--- src/rtl/erase_seq_pkg.sv ---
package erase_seq_pkg;
  typedef enum logic [2:0] {
    ST_IDLE,
    ST_ERASE,
    ST_ERASE_HELD,
    ST_PROG,
    ST_PROG_HELD
  } seq_state_e;

  localparam int SR_READY      = 7;
  localparam int SR_ERASE_HELD = 6;
  localparam int SR_ERASE_FAIL = 5;
  localparam int SR_PROG_FAIL  = 4;
  localparam int SR_SUPPLY_ERR = 3;
  localparam int SR_PROG_HELD  = 2;
endpackage

--- src/rtl/erase_seq_steps.sv ---
module erase_seq_steps #(
  parameter int CNT_W       = 12,
  parameter int CHECK_EVERY = 4
) (
  input  logic             clk,
  input  logic             rst_n,
  input  logic             load,
  input  logic             advance,
  input  logic [CNT_W-1:0] limit,
  output logic             at_end,
  output logic             at_checkpoint,
  output logic [CNT_W-1:0] count
);
  localparam int PH_W = (CHECK_EVERY > 1) ? $clog2(CHECK_EVERY) : 1;

  logic [CNT_W-1:0] cnt_q;
  logic [CNT_W-1:0] lim_q;

  always_ff @(posedge clk or negedge rst_n) begin
    if (!rst_n) begin
      cnt_q <= '0;
      lim_q <= '0;
    end else if (load) begin
      cnt_q <= '0;
      lim_q <= limit;
    end else if (advance) begin
      cnt_q <= cnt_q + 1'b1;
    end
  end

  // the step in progress is the last one when count+1 reaches the limit
  assign at_end = ({1'b0, cnt_q} + (CNT_W+1)'(1)) >= {1'b0, lim_q};
  assign count  = cnt_q;

  generate
    if (CHECK_EVERY > 1) begin : g_phase
      logic [PH_W-1:0] phase_q;
      always_ff @(posedge clk or negedge rst_n) begin
        if (!rst_n)
          phase_q <= '0;
        else if (load)
          phase_q <= '0;
        else if (advance)
          phase_q <= (phase_q == PH_W'(CHECK_EVERY-1)) ? '0 : phase_q + 1'b1;
      end
      assign at_checkpoint = (phase_q == PH_W'(CHECK_EVERY-1));
    end else begin : g_every
      assign at_checkpoint = 1'b1;
    end
  endgenerate
endmodule

--- src/rtl/erase_seq_ptimer.sv ---
module erase_seq_ptimer #(
  parameter int PROG_CYCLES = 6
) (
  input  logic clk,
  input  logic rst_n,
  input  logic load,
  input  logic advance,
  output logic done
);
  localparam int TW   = $clog2(PROG_CYCLES + 1);
  localparam int LAST = PROG_CYCLES - 1;

  logic [TW-1:0] cnt_q;

  always_ff @(posedge clk or negedge rst_n) begin
    if (!rst_n)
      cnt_q <= '0;
    else if (load)
      cnt_q <= '0;
    else if (advance)
      cnt_q <= cnt_q + 1'b1;
  end

  assign done = (cnt_q == TW'(LAST));
endmodule

--- src/rtl/erase_seq.sv ---
module erase_seq
  import erase_seq_pkg::*;
#(
  parameter int BLK_W       = 4,
  parameter int CNT_W       = 12,
  parameter int CHECK_EVERY = 4,
  parameter int PROG_CYCLES = 6
) (
  input  logic             clk,
  input  logic             rst_n,
  input  logic             erase_req,
  input  logic             prog_req,
  input  logic             suspend_req,
  input  logic             resume_req,
  input  logic             clear_req,
  input  logic [BLK_W-1:0] block_sel,
  input  logic [CNT_W-1:0] erase_len,
  input  logic             supply_ok,
  input  logic             verify_ok,
  output logic [7:0]       status
);
  seq_state_e       state_q, state_d;
  logic             nested_q, nested_d;
  logic             pend_q, pend_d;
  logic [BLK_W-1:0] blk_q, blk_d;
  logic [2:0]       err_q, err_d;   // {erase fail, prog fail, supply}
  logic             set_e, set_p, set_v;
  logic             step_load, step_adv, step_end, step_chk;
  logic [CNT_W-1:0] step_count;
  logic             tmr_load, tmr_adv, tmr_done;

  erase_seq_steps #(.CNT_W(CNT_W), .CHECK_EVERY(CHECK_EVERY)) u_steps (
    .clk(clk), .rst_n(rst_n), .load(step_load), .advance(step_adv),
    .limit(erase_len), .at_end(step_end), .at_checkpoint(step_chk),
    .count(step_count)
  );

  erase_seq_ptimer #(.PROG_CYCLES(PROG_CYCLES)) u_ptimer (
    .clk(clk), .rst_n(rst_n), .load(tmr_load), .advance(tmr_adv),
    .done(tmr_done)
  );

  always_comb begin
    state_d   = state_q;
    nested_d  = nested_q;
    pend_d    = pend_q;
    blk_d     = blk_q;
    set_e     = 1'b0;
    set_p     = 1'b0;
    set_v     = 1'b0;
    step_load = 1'b0;
    step_adv  = 1'b0;
    tmr_load  = 1'b0;
    tmr_adv   = 1'b0;
    unique case (state_q)
      ST_IDLE: begin
        if (erase_req) begin
          if (!supply_ok) begin
            set_e = 1'b1;
            set_v = 1'b1;
          end else begin
            state_d   = ST_ERASE;
            step_load = 1'b1;
            pend_d    = 1'b0;
            blk_d     = block_sel;
          end
        end else if (prog_req) begin
          if (!supply_ok) begin
            set_p = 1'b1;
            set_v = 1'b1;
          end else begin
            state_d  = ST_PROG;
            tmr_load = 1'b1;
            nested_d = 1'b0;
          end
        end
      end
      ST_ERASE: begin
        step_adv = 1'b1;
        if (step_end) begin
          state_d = ST_IDLE;
          pend_d  = 1'b0;
          set_e   = !verify_ok;
        end else if ((pend_q || suspend_req) && step_chk) begin
          state_d = ST_ERASE_HELD;
          pend_d  = 1'b0;
        end else if (suspend_req) begin
          pend_d = 1'b1;
        end
      end
      ST_ERASE_HELD: begin
        if (resume_req) begin
          state_d = ST_ERASE;
        end else if (prog_req) begin
          if (block_sel == blk_q) begin
            set_p = 1'b1;
          end else if (!supply_ok) begin
            set_p = 1'b1;
            set_v = 1'b1;
          end else begin
            state_d  = ST_PROG;
            tmr_load = 1'b1;
            nested_d = 1'b1;
          end
        end else if (erase_req && (block_sel == blk_q)) begin
          set_e = 1'b1;
        end
      end
      ST_PROG: begin
        if (tmr_done) begin
          state_d  = nested_q ? ST_ERASE_HELD : ST_IDLE;
          nested_d = 1'b0;
          set_p    = !verify_ok;
        end else begin
          tmr_adv = 1'b1;
          if (suspend_req) state_d = ST_PROG_HELD;
        end
      end
      ST_PROG_HELD: begin
        if (resume_req) state_d = ST_PROG;
      end
      default: state_d = ST_IDLE;
    endcase
    err_d = (clear_req ? 3'b000 : err_q) | {set_e, set_p, set_v};
  end

  always_ff @(posedge clk or negedge rst_n) begin
    if (!rst_n) begin
      state_q  <= ST_IDLE;
      nested_q <= 1'b0;
      pend_q   <= 1'b0;
      blk_q    <= '0;
      err_q    <= '0;
    end else begin
      state_q  <= state_d;
      nested_q <= nested_d;
      pend_q   <= pend_d;
      blk_q    <= blk_d;
      err_q    <= err_d;
    end
  end

  always_comb begin
    status                = '0;
    status[SR_READY]      = (state_q == ST_IDLE) || (state_q == ST_ERASE_HELD) ||
                            (state_q == ST_PROG_HELD);
    status[SR_ERASE_HELD] = (state_q == ST_ERASE_HELD) || nested_q;
    status[SR_ERASE_FAIL] = err_q[2];
    status[SR_PROG_FAIL]  = err_q[1];
    status[SR_SUPPLY_ERR] = err_q[0];
    status[SR_PROG_HELD]  = (state_q == ST_PROG_HELD);
  end

  // a pause is entered only with a whole number of checkpoints completed
  assert_pause_on_checkpoint_R5: assert property (@(posedge clk) disable iff (!rst_n)
    (state_q == ST_ERASE_HELD && $past(state_q) == ST_ERASE) |->
      (step_count != '0 && (int'(step_count) % CHECK_EVERY) == 0))
    else $error("pause away from checkpoint");

  // progress of a paused erase is frozen
  assert_hold_progress_R6: assert property (@(posedge clk) disable iff (!rst_n)
    (state_q == ST_ERASE_HELD && $past(state_q) == ST_ERASE_HELD) |-> $stable(step_count))
    else $error("paused erase progress moved");

  // bad supply at start keeps the engine idle and flags it
  assert_supply_block_R4: assert property (@(posedge clk) disable iff (!rst_n)
    (state_q == ST_IDLE && erase_req && !supply_ok) |=> (state_q == ST_IDLE && status[SR_SUPPLY_ERR]))
    else $error("erase started with bad supply");

  assert_sticky_efail_R10: assert property (@(posedge clk) disable iff (!rst_n)
    (status[SR_ERASE_FAIL] && !clear_req) |=> status[SR_ERASE_FAIL])
    else $error("erase fail bit dropped");

  assert_sticky_pfail_R10: assert property (@(posedge clk) disable iff (!rst_n)
    (status[SR_PROG_FAIL] && !clear_req) |=> status[SR_PROG_FAIL])
    else $error("program fail bit dropped");

  assert_sticky_supply_R10: assert property (@(posedge clk) disable iff (!rst_n)
    (status[SR_SUPPLY_ERR] && !clear_req) |=> status[SR_SUPPLY_ERR])
    else $error("supply bit dropped");
endmodule

--- config.mk ---
export PLATFORM = sky130hd
export DESIGN_NAME = erase_seq
export DESIGN_NICKNAME = d
export VERILOG_FILES = /design/src/rtl/erase_seq_pkg.sv /design/src/rtl/erase_seq_steps.sv /design/src/rtl/erase_seq_ptimer.sv /design/src/rtl/erase_seq.sv
export SDC_FILE = /design/constraint.sdc
export NUM_CORES = 1
export LEC_CHECK = 0
export CAP_MARGIN = 10
export CORE_ASPECT_RATIO = 1.75
export CORE_MARGIN = 2
export CORE_UTILIZATION = 45
export CTS_BUF_LIST = sky130_fd_sc_hd__clkbuf_8
export DETAILED_ROUTE_END_ITERATION = 6
export MAX_ROUTING_LAYER = met4
export PLACE_DENSITY = 0.76
export SLEW_MARGIN = 25
export SYNTH_ARGS = -nofsm -noshare
export SYNTH_HDL_FRONTEND = slang
export SYNTH_SLANG_ARGS = --single-unit
--- constraint.sdc ---
create_clock -name clk -period 2.78 [get_ports clk]
set_input_delay 0.556 -clock clk [delete_from_list [all_inputs] [get_ports clk]]
set_output_delay 0.556 -clock clk [all_outputs]
set_load 0.005 [all_outputs]
==> results_dict.tcl, run 1 <==
set metrics [dict create \
    outcome "completed" \
    fin_cells 376 \
    p_per_area_nw_per_um2 917 \
    stdcell_area_um2 3090 \
    grt_first_pass_wirelength_mm 8.69 \
    async_reset_ff_share_pct 100 \
    vdd.ir_drop.worst_mv 0.407 \
    hold_path.class "in -> async" \
    hold_viol_final 0 \
    synth_top_area_share_pct 40.2 \
    synth_top_cell_by_area "dfrtp_1" \
    ios 33 \
    cp-end-kind "flip-flop" \
    fin_nets 340 \
    synth_edf_count 0 \
    clkSinkCount 41 \
    yosysUniqueCellTypes 56 \
    slew_viol_final 0 \
    cts_tree "built" \
    skew_ns 0.00788 \
    cp-start-kind "flip-flop" \
    yosysWarningCount 0 \
    cts.root.buffer_cell "clkbuf_8" \
    synth_cells 261 \
    synth_ff_type "dfrtp_1" \
    die_w_um 61.0 \
    slew_headroom_pct 40.5 \
    wl_mm 5.48 \
    io_buffers 30 \
    leakage_nw 1.42 \
    fin_util_pct 55.7 \
    timing.final.crit_period_ns 2.70 \
    power.total_mw 2.83 \
    grt_pass1_vias 1999 \
    core_area_um2 5540 \
    multiInputGateArea_um2 1440 \
    syn2layout_area_growth_pct 20.9 \
    drc 0 \
    diodes 0 \
    rows 36 \
    finalCritPeriodShare_pct 97.3 \
    seqCellArea_um2 1030 \
    drt-pass1-iter-count 4 \
    setup_ws_ns 0.0760 \
    drt_iter0_drc 124 \
    clkTransAtPathRegs_ns 0.08 \
    wl_per_cell_um 14.6 \
    htreeDepth 2 \
    start_util_pct 46.1 \
    placed_area_um2 2940 \
    critPathKind "reg -> reg" \
    netlist_top_cells_area "dfrtp_1 (40%), ha_1 (7.8%), mux2_2 (7.1%)" \
    pre_cts_ws_ns -0.00870 \
    tightest_slew_ns 0.893 \
    netlist_area_um2 2550 \
    cts_hold_buf 0 \
    final_antenna_net_count 0 \
    dp_hpwl_mm 4.14 \
    cts_max_path_buffers 2 \
    die_y_um 104 \
    maxCapViolations 0 \
    grt_overflow_total 0 \
    finalSetupViolCount 0 \
    dpl.cell_count 367 \
    cts_buffers 5 \
    fin_setup_tns_ns 0 \
    grtUsageTotal_pct 18.8 \
    antenna_found_initial 0 \
    clk_latency_ns 0.29 \
    ys_ff_latch 41 \
    nFillCells 510 \
    max_freq_ghz 0.370 \
    syn_avg_cell_area_um2 9.79 \
    grt_max_degree 42 \
    die_area_um2 6320 \
    hold_slack_ns 0.382 \
    cp.arrival_ns 2.89 \
    routed_via_density 5.48 \
    rsz0062_at_grt "true" \
    seq_area_frac_synth_pct 40.2 \
    crit_required_ns 2.96 \
    num_vias 2059 \
    gp_congestion 0.879 \
    drive_gt1_share_pct 19.7 \
    crit_fanout 5 \
]
-- kinds of logic after synthesis --
| logic type | synth area share (%) |
|---|---|
| and+or+nand+nor | 18.0 |
| AOI/OAI and AO/OA | 14.3 |
| DFF | 40.2 |
| buffers and inverters | 6.27 |
| muxes | 7.88 |
| adders and majority gates | 7.84 |
| xor gates and xnor gates | 5.49 |
| other | 0.147 |
-- worst paths after layout --
kind	start	endpoint	slack [ns]	cells past startpoint
worst max-delay path	u_steps.count[4]	state_q[0]	0.08	11
worst min-delay path	rst_n	state_q[2]	0.38	1
worst max register to register	u_steps.count[4]	state_q[0]	0.08	11
worst min register to register	u_steps.lim_q[4]	u_steps.lim_q[4]	0.51	1
max in group asynchronous	rst_n	u_steps.g_phase.phase_q[1]	1.84	1
min in group clk	u_steps.lim_q[4]	u_steps.lim_q[4]	0.51	1
-- worst max-delay path, stage by stage (launching register included) --
cell,delay [ns]
dfrtp_1,0.40
and3_4,0.19
and3_4,0.18
and3_4,0.18
and3_4,0.18
xor2_1,0.14
ha_1,0.31
nand3_2,0.08
a311o_1,0.27
o2111a_2,0.17
a31oi_1,0.16
mux2_1,0.33
-- cell usage in the layout (no fill, tap or decap), types with 5 or more instances in the layout --
| cell type | count |
|---|---|
| mux2_2 | 16 |
| o21ai_0 | 14 |
| buf_4 | 13 |
| xor2_1 | 5 |
| inv_1 | 16 |
| a21oi_1 | 9 |
| xnor2_1 | 9 |
| nand2_1 | 26 |
| dfrtp_1 | 41 |
| clkdlybuf4s50_1 | 29 |
| nand3_1 | 10 |
| nor3_1 | 5 |
| and3_4 | 5 |
| clkbuf_8 | 5 |
| nor2_1 | 16 |
| ha_1 | 15 |
-- registers in the layout, indices dropped and copies added (netlist names) --
name / count
nested_q: 1
u_steps.lim_q: 12
blk_q: 4
err_q: 3
state_q: 3
u_ptimer.cnt_q: 3
pend_q: 1
u_steps.count: 12
u_steps.g_phase.phase_q: 2
-- power by group --
part	internal (mW)	switching (mW)
clock	0.170	0.196
sequential	0.845	0.203
combinational	0.696	0.722
total	1.71	1.12
-- cells in the mapped netlist, drive strengths merged (2+ instances only) --
master and number:
mux2 17, xor2 7, o21bai 3, nand2 26
a31oi 2, and4 2, inv 15, nand3 12
dfrtp 41, and2 5, xnor2 9, nor3b 2
a22o 2, ha 16, nor2b 3, o31ai 3
and3 6, a21oi 9, clkbuf 7, buf 6
o21ai 16, o21a 2, nor2 16, nand2b 3
nor3 5, a221o 2, nand4 3
-- routing by layer --
layer	GRT usage (%)	vias to the layer above	share of wire, %
li1	-	993	-
met1	18.8	1001	36
met2	32.3	51	57
met3	3.00	14	3.1
met4	11.0	0	3.6
met5	-	-	0
-- layout make-up --
type,instances,share of cell area [%]
multi-input combinational,193,46.5
sequential,41,33.2
timing repair buffer,43,12.7
tap,76,3.08
clock buffer,5,2.23
inverter,15,1.82
clock inverter,3,0.446
-- what timing repair did --
item                                    in CTS  in global routing
pin swaps                                    2                  7
endpoints found under the setup margin       2                  3
setup buffers                                0                  1
endpoints found under the hold margin        0                  0
resized for setup                            1                 14
(Power assumes the default switching activity.)
==> inputs of run 2 (changes only) <==
--- a/config.mk
+++ b/config.mk
@@ -7,7 +7,7 @@
 export LEC_CHECK = 0
 export CAP_MARGIN = 10
 export CORE_ASPECT_RATIO = 1.75
-export CORE_MARGIN = 2
+export CORE_MARGIN = 4
 export CORE_UTILIZATION = 45
 export CTS_BUF_LIST = sky130_fd_sc_hd__clkbuf_8
 export DETAILED_ROUTE_END_ITERATION = 6
==> run 2 against run 1 <==
Compared with the run above: wire length increased by 5.8%; critical path type unchanged; clock power up 60%; total power is 11% higher; sequential share of layout area down 1.0 points; hold slack got worse by 0.16 ns; cell area rose by 3.2%; clock-buffer cell count stayed put; via count grew 2.2%; largest cell class unchanged; critical path depth stayed put; maximum frequency shrank 1.3%; highest routed layer unchanged.
==> results_dict.tcl, run 2 (synthesis results as in run 1) <==
set metrics [dict create \
    vdd.ir_drop.worst_mv 0.534 \
    gp_congestion 0.911 \
    seqCellArea_um2 1030 \
    final_cell_mix "dfrtp_1 (41), clkdlybuf4s50_1 (29), nand2_1 (26)" \
    grt_first_pass_wirelength_mm 9.76 \
    die_w_um 65.0 \
    use_met2_pct 32.1 \
    cts_buffers 5 \
    wl_mm 5.80 \
    cts_max_path_buffers 2 \
    grt_overflow_total 0 \
    hold_path.class "in -> async" \
    drt_iter0_drc 89 \
    path_common_cell "and3_4" \
    cp-endpoint "state_q[0]" \
    cts_tree "built" \
    nFillCells 487 \
    wl_per_cell_um 15.4 \
    clk_latency_ns 0.30 \
    multiInputGateArea_um2 1460 \
    globalRouteMet3Util_pct 3.13 \
    drt-pass1-iter-count 4 \
    crit_required_ns 2.96 \
    ios 33 \
    rsz0062_at_grt "true" \
    die_area_um2 6990 \
    r2r_slack_ns 0.04 \
    fin_cells 377 \
    clkSinkCount 41 \
    outcome "completed" \
    grt_pass1_vias 2140 \
    fin_nets 341 \
    maxCapViolations 0 \
    tightest_slew_ns 0.522 \
    slew_headroom_pct 65.2 \
    crit_fanout 5 \
    syn2layout_area_growth_pct 24.7 \
    cp-start-kind "flip-flop" \
    path_buf_inv 0 \
    finalSetupViolCount 0 \
    htreeDepth 2 \
    num_vias 2104 \
    clkTransAtPathRegs_ns 0.09 \
    core_area_um2 5540 \
    final_antenna_net_count 0 \
    io_buffers 30 \
    crit_slowest_cell "dfrtp_1" \
    start_util_pct 46.1 \
    finalCritPeriodShare_pct 98.6 \
    reg2reg_depth 11 \
    cp.arrival_ns 2.92 \
    max_freq_ghz 0.365 \
    final_common_cell "dfrtp_1" \
    cts.root.buffer_cell "clkbuf_8" \
    antenna_found_initial 0 \
    cpPeakStageDelay_ns 0.41 \
    drive_gt1_share_pct 20.6 \
    dp_hpwl_mm 4.17 \
    p_per_area_nw_per_um2 985 \
    met1_usage_pct 19.7 \
    hold_viol_final 0 \
    cp-end-kind "flip-flop" \
    diodes 0 \
    path_cells "and3_4 -> and3_4 -> and3_4 -> and3_4 -> xor2_2 -> ha_1 -> nand3_2 -> a311o_1 -> o2111a_2 -> a31oi_1 -> mux2_1" \
    critPathKind "reg -> reg" \
    routed_via_density 5.58 \
    leakage_nw 1.46 \
    grt_max_degree 42 \
    reg2reg_from "u_steps.count[2]" \
    critical_path.startpoint "u_steps.count[2]" \
    grtUsageTotal_pct 18.2 \
    rows 36 \
    die_y_um 108 \
    r2r-end "state_q[0]" \
    hold_slack_ns 0.227 \
    critPathTopFamily "simple AND/OR/NAND/NOR gates" \
    slew_viol_final 0 \
    busiest_layer "met2" \
    drc 0 \
    path_depth 11 \
    dpl.cell_count 365 \
    timing.final.crit_period_ns 2.74 \
    skew_ns 0.00340 \
]
-- run 2: cell count changes in the layout (fill, tap and decap cells not counted), sizes merged --
| cell | previous run | this run |
|---|---|---|
| buf | 14 | 15 |
| bufinv | 0 | 2 |
| clkinv | 2 | 0 |
-- run 2: worst min path at each step --
stage | startpoint | endpoint | slack, ns | cells after the start
final | rst_n | u_ptimer.cnt_q[0] | 0.23 | 1
after global routing | rst_n | err_q[0] | 0.27 | 1
after CTS | rst_n | u_ptimer.cnt_q[0] | 0.43 | 1
after detailed placement | u_steps.g_phase.phase_q[0] | u_steps.g_phase.phase_q[0] | 0.49 | 1
after global placement | u_steps.g_phase.phase_q[0] | u_steps.g_phase.phase_q[0] | 0.48 | 1
after floorplan | rst_n | blk_q[0] | 0.26 | 0
-- run 2: final cells by class --
cell class                      instances  area share (%)
Multi-Input combinational cell        193            45.8
Sequential cell                        41            32.2
Timing Repair Buffer                   44            12.9
Tap cell                               76            2.99
Clock buffer                            5            2.16
Clock inverter                          3            2.16
Inverter                               15            1.77
-- run 2: repair_timing --
item / in CTS / in global routing
endpoints found under the setup margin: 2 / 3
endpoints found under the hold margin: 0 / 0
pin swaps: 3 / 14
setup buffers: 2 / 2
hold buffers: 0 / 0
gates resized for setup: 5 / 14
-- run 2: through the flow --
step	cell area [um^2]	setup slack [ns]	power [mW]	TNS, ns	util, %
2_1_floorplan	2560	0.0202	2.03	0	-
3_3_place_gp	2920	0.0620	2.38	0	52.7
3_5_place_dp	2920	-0.0247	2.45	-0.0247	52.7
4_1_cts	3100	0.00206	3.09	0	55.9
5_1_grt	3190	-0.0687	3.38	-0.0857	57.5
6_report	3190	0.0391	3.14	0	57.5
-- run 2: per-layer routing --
metal	up-vias	wire, um
li1	999	-
met1	1045	2290
met2	48	3170
met3	12	182
met4	0	153
met5	-	0
-- run 2: report_power, final --
group	internal (mW)	switching [mW]	total (mW)
combinational	0.747	0.750	1.50
sequential	0.845	0.213	1.06
clock	0.362	0.222	0.584
==> inputs of run 3 (changes only) <==
--- a/config.mk
+++ b/config.mk
@@ -12,7 +12,7 @@
 export CTS_BUF_LIST = sky130_fd_sc_hd__clkbuf_8
 export DETAILED_ROUTE_END_ITERATION = 6
 export MAX_ROUTING_LAYER = met4
-export PLACE_DENSITY = 0.76
+export PLACE_DENSITY = 0.72
 export SLEW_MARGIN = 25
 export SYNTH_ARGS = -nofsm -noshare
 export SYNTH_HDL_FRONTEND = slang
==> run 3 against run 2 <==
Compared with the run above: total power shrank 5.8%; wire length shrank 0.26%; maximum frequency is essentially flat; clock power shrank 29%; sequential power is essentially flat; clock skew is essentially flat; first-iteration DRC count shrank 6.7%; critical path type unchanged; critical endpoint unchanged; largest cell class unchanged.
==> results_dict.tcl, run 3 (synthesis results as in run 1) <==
set metrics [dict create \
    outcome "completed" \
    path_common_cell "and3_4" \
    drt_iter0_drc 83 \
    grtUsageTotal_pct 18.0 \
    hold_viol_final 0 \
    grt_pass1_vias 2133 \
    r2r_slack_ns 0.04 \
    die_area_um2 6990 \
    final_cell_mix "dfrtp_1 (41), clkdlybuf4s50_1 (29), nand2_1 (26)" \
    timing.final.crit_period_ns 2.74 \
    crit_fanout 4 \
    rows 36 \
    critPathKind "reg -> reg" \
    tightest_slew_ns 0.535 \
    cpPeakStageDelay_ns 0.41 \
    path_depth 11 \
    leakage_nw 1.43 \
    grt_max_degree 42 \
    path_buf_inv 0 \
    dp_hpwl_mm 4.09 \
    clkSinkCount 41 \
    syn2layout_area_growth_pct 21.3 \
    reg2reg_depth 11 \
    diodes 0 \
    drc 0 \
    path_cells "and3_4 -> and3_4 -> and3_4 -> and3_4 -> xor2_1 -> ha_1 -> nand3_2 -> a311o_1 -> o2111a_2 -> a31oi_1 -> mux2_1" \
    fin_nets 340 \
    gp_congestion 0.893 \
    slew_headroom_pct 64.3 \
    met1Wirelength_mm 2.24 \
    wl_met3_um 228 \
    start_util_pct 46.1 \
    slew_viol_final 0 \
    clk_latency_ns 0.29 \
    io_buffers 30 \
    critPathTopFamily "simple AND/OR/NAND/NOR gates" \
    p_per_area_nw_per_um2 955 \
    grt_first_pass_wirelength_mm 9.59 \
    num_vias 2094 \
    fin_util_pct 55.9 \
    r2r-end "state_q[0]" \
    wl_mm 5.78 \
    top_layer "met4" \
    max_freq_ghz 0.365 \
    finalCritPeriodShare_pct 98.5 \
    cp-start-kind "flip-flop" \
    skew_ns 0.00353 \
    cp.arrival_ns 2.92 \
    cts_max_path_buffers 2 \
    drt-pass1-iter-count 4 \
    hold_path.class "in -> async" \
    die_w_um 65.0 \
    wl_met2_mm 3.19 \
    power.total_mw 2.96 \
    reg2reg_from "u_steps.count[3]" \
    cp-end-kind "flip-flop" \
    stdcell_area_um2 3100 \
    clkTransAtPathRegs_ns 0.08 \
    vdd.ir_drop.worst_mv 0.487 \
    placed_area_um2 2930 \
    crit_required_ns 2.96 \
    die_y_um 108 \
    ios 33 \
    grt_overflow_total 0 \
    antenna_found_initial 0 \
    cts_hold_buf 0 \
    cts_tree "built" \
    fin_setup_tns_ns 0 \
    wl_per_cell_um 15.4 \
    finalSetupViolCount 0 \
    rsz0062_at_grt "true" \
    crit_slowest_cell "dfrtp_1" \
    drive_gt1_share_pct 19.3 \
    cts.root.buffer_cell "clkbuf_8" \
    final_antenna_net_count 0 \
    htreeDepth 2 \
    cts_buffers 5 \
    final_common_cell "dfrtp_1" \
    routed_via_density 5.57 \
    core_area_um2 5540 \
    maxCapViolations 0 \
]
[run 3: changes by cell type in the layout (fill, tap and decap cells not counted), moves of 2 or more]
cell,previous run,this run
nand3_1,8,10
buf_6,2,0
bufinv_16,2,0
and2_4,0,2
and2_1,3,1
[run 3: timing repair]
action,CTS,global route
setup buffers,1,1
endpoints found under the hold margin,0,0
pin swaps,2,4
setup endpoints to repair,2,3
resized for setup,5,9
[run 3: worst max path at each step]
stage	startpoint	endpoint	slack, ns
floorplan	u_steps.count[0]	state_q[0]	0.02
global placement	u_steps.count[4]	state_q[0]	0.04
detailed placement	u_steps.count[4]	state_q[0]	-0.03
CTS	u_steps.count[4]	state_q[0]	0.005
global route	u_steps.count[3]	state_q[1]	-0.1
finish	u_steps.count[3]	state_q[0]	0.04
[run 3: per-stage QoR]
| stage | worst slack, ns | instances | hold WS [ns] |
|---|---|---|---|
| finish | 0.0413 | 376 | 0.236 |
| global route | -0.0974 | 376 | 0.280 |
| CTS | 0.00461 | 375 | 0.436 |
| detailed placement | -0.0267 | 366 | 0.490 |
| global placement | 0.0449 | 366 | 0.478 |
| floorplan | 0.0202 | 262 | 0.260 |
[run 3: area by class of cell]
cell class	count	area, um^2
tap	76	95.1
sequential	41	1030
timing repair buffer	43	395
clock inverter	2	13.8
clock buffer	6	82.6
multi-input combinational	193	1430
fill	506	2440
inverter	15	56.3
[run 3: metal layers]
metal / vias up / track usage, %
met5: - / -
met4: 0 / 6.20
met3: 12 / 2.61
met2: 55 / 33.3
met1: 1029 / 19.0
li1: 998 / -
[run 3: where the power goes]
group	switching, mW	internal [mW]	total (mW)
logic	0.747	0.738	1.49
registers	0.211	0.845	1.06
clock network	0.216	0.201	0.417
total	1.17	1.78	2.96
[run 3: worst register-to-register path: stages, from the launching register on]
cell and delay (ns):
dfrtp_1 0.41, and3_4 0.18, and3_4 0.19, and3_4 0.18
and3_4 0.18, xor2_1 0.14, ha_1 0.32, nand3_2 0.09
a311o_1 0.27, o2111a_2 0.17, a31oi_1 0.16, mux2_1 0.34
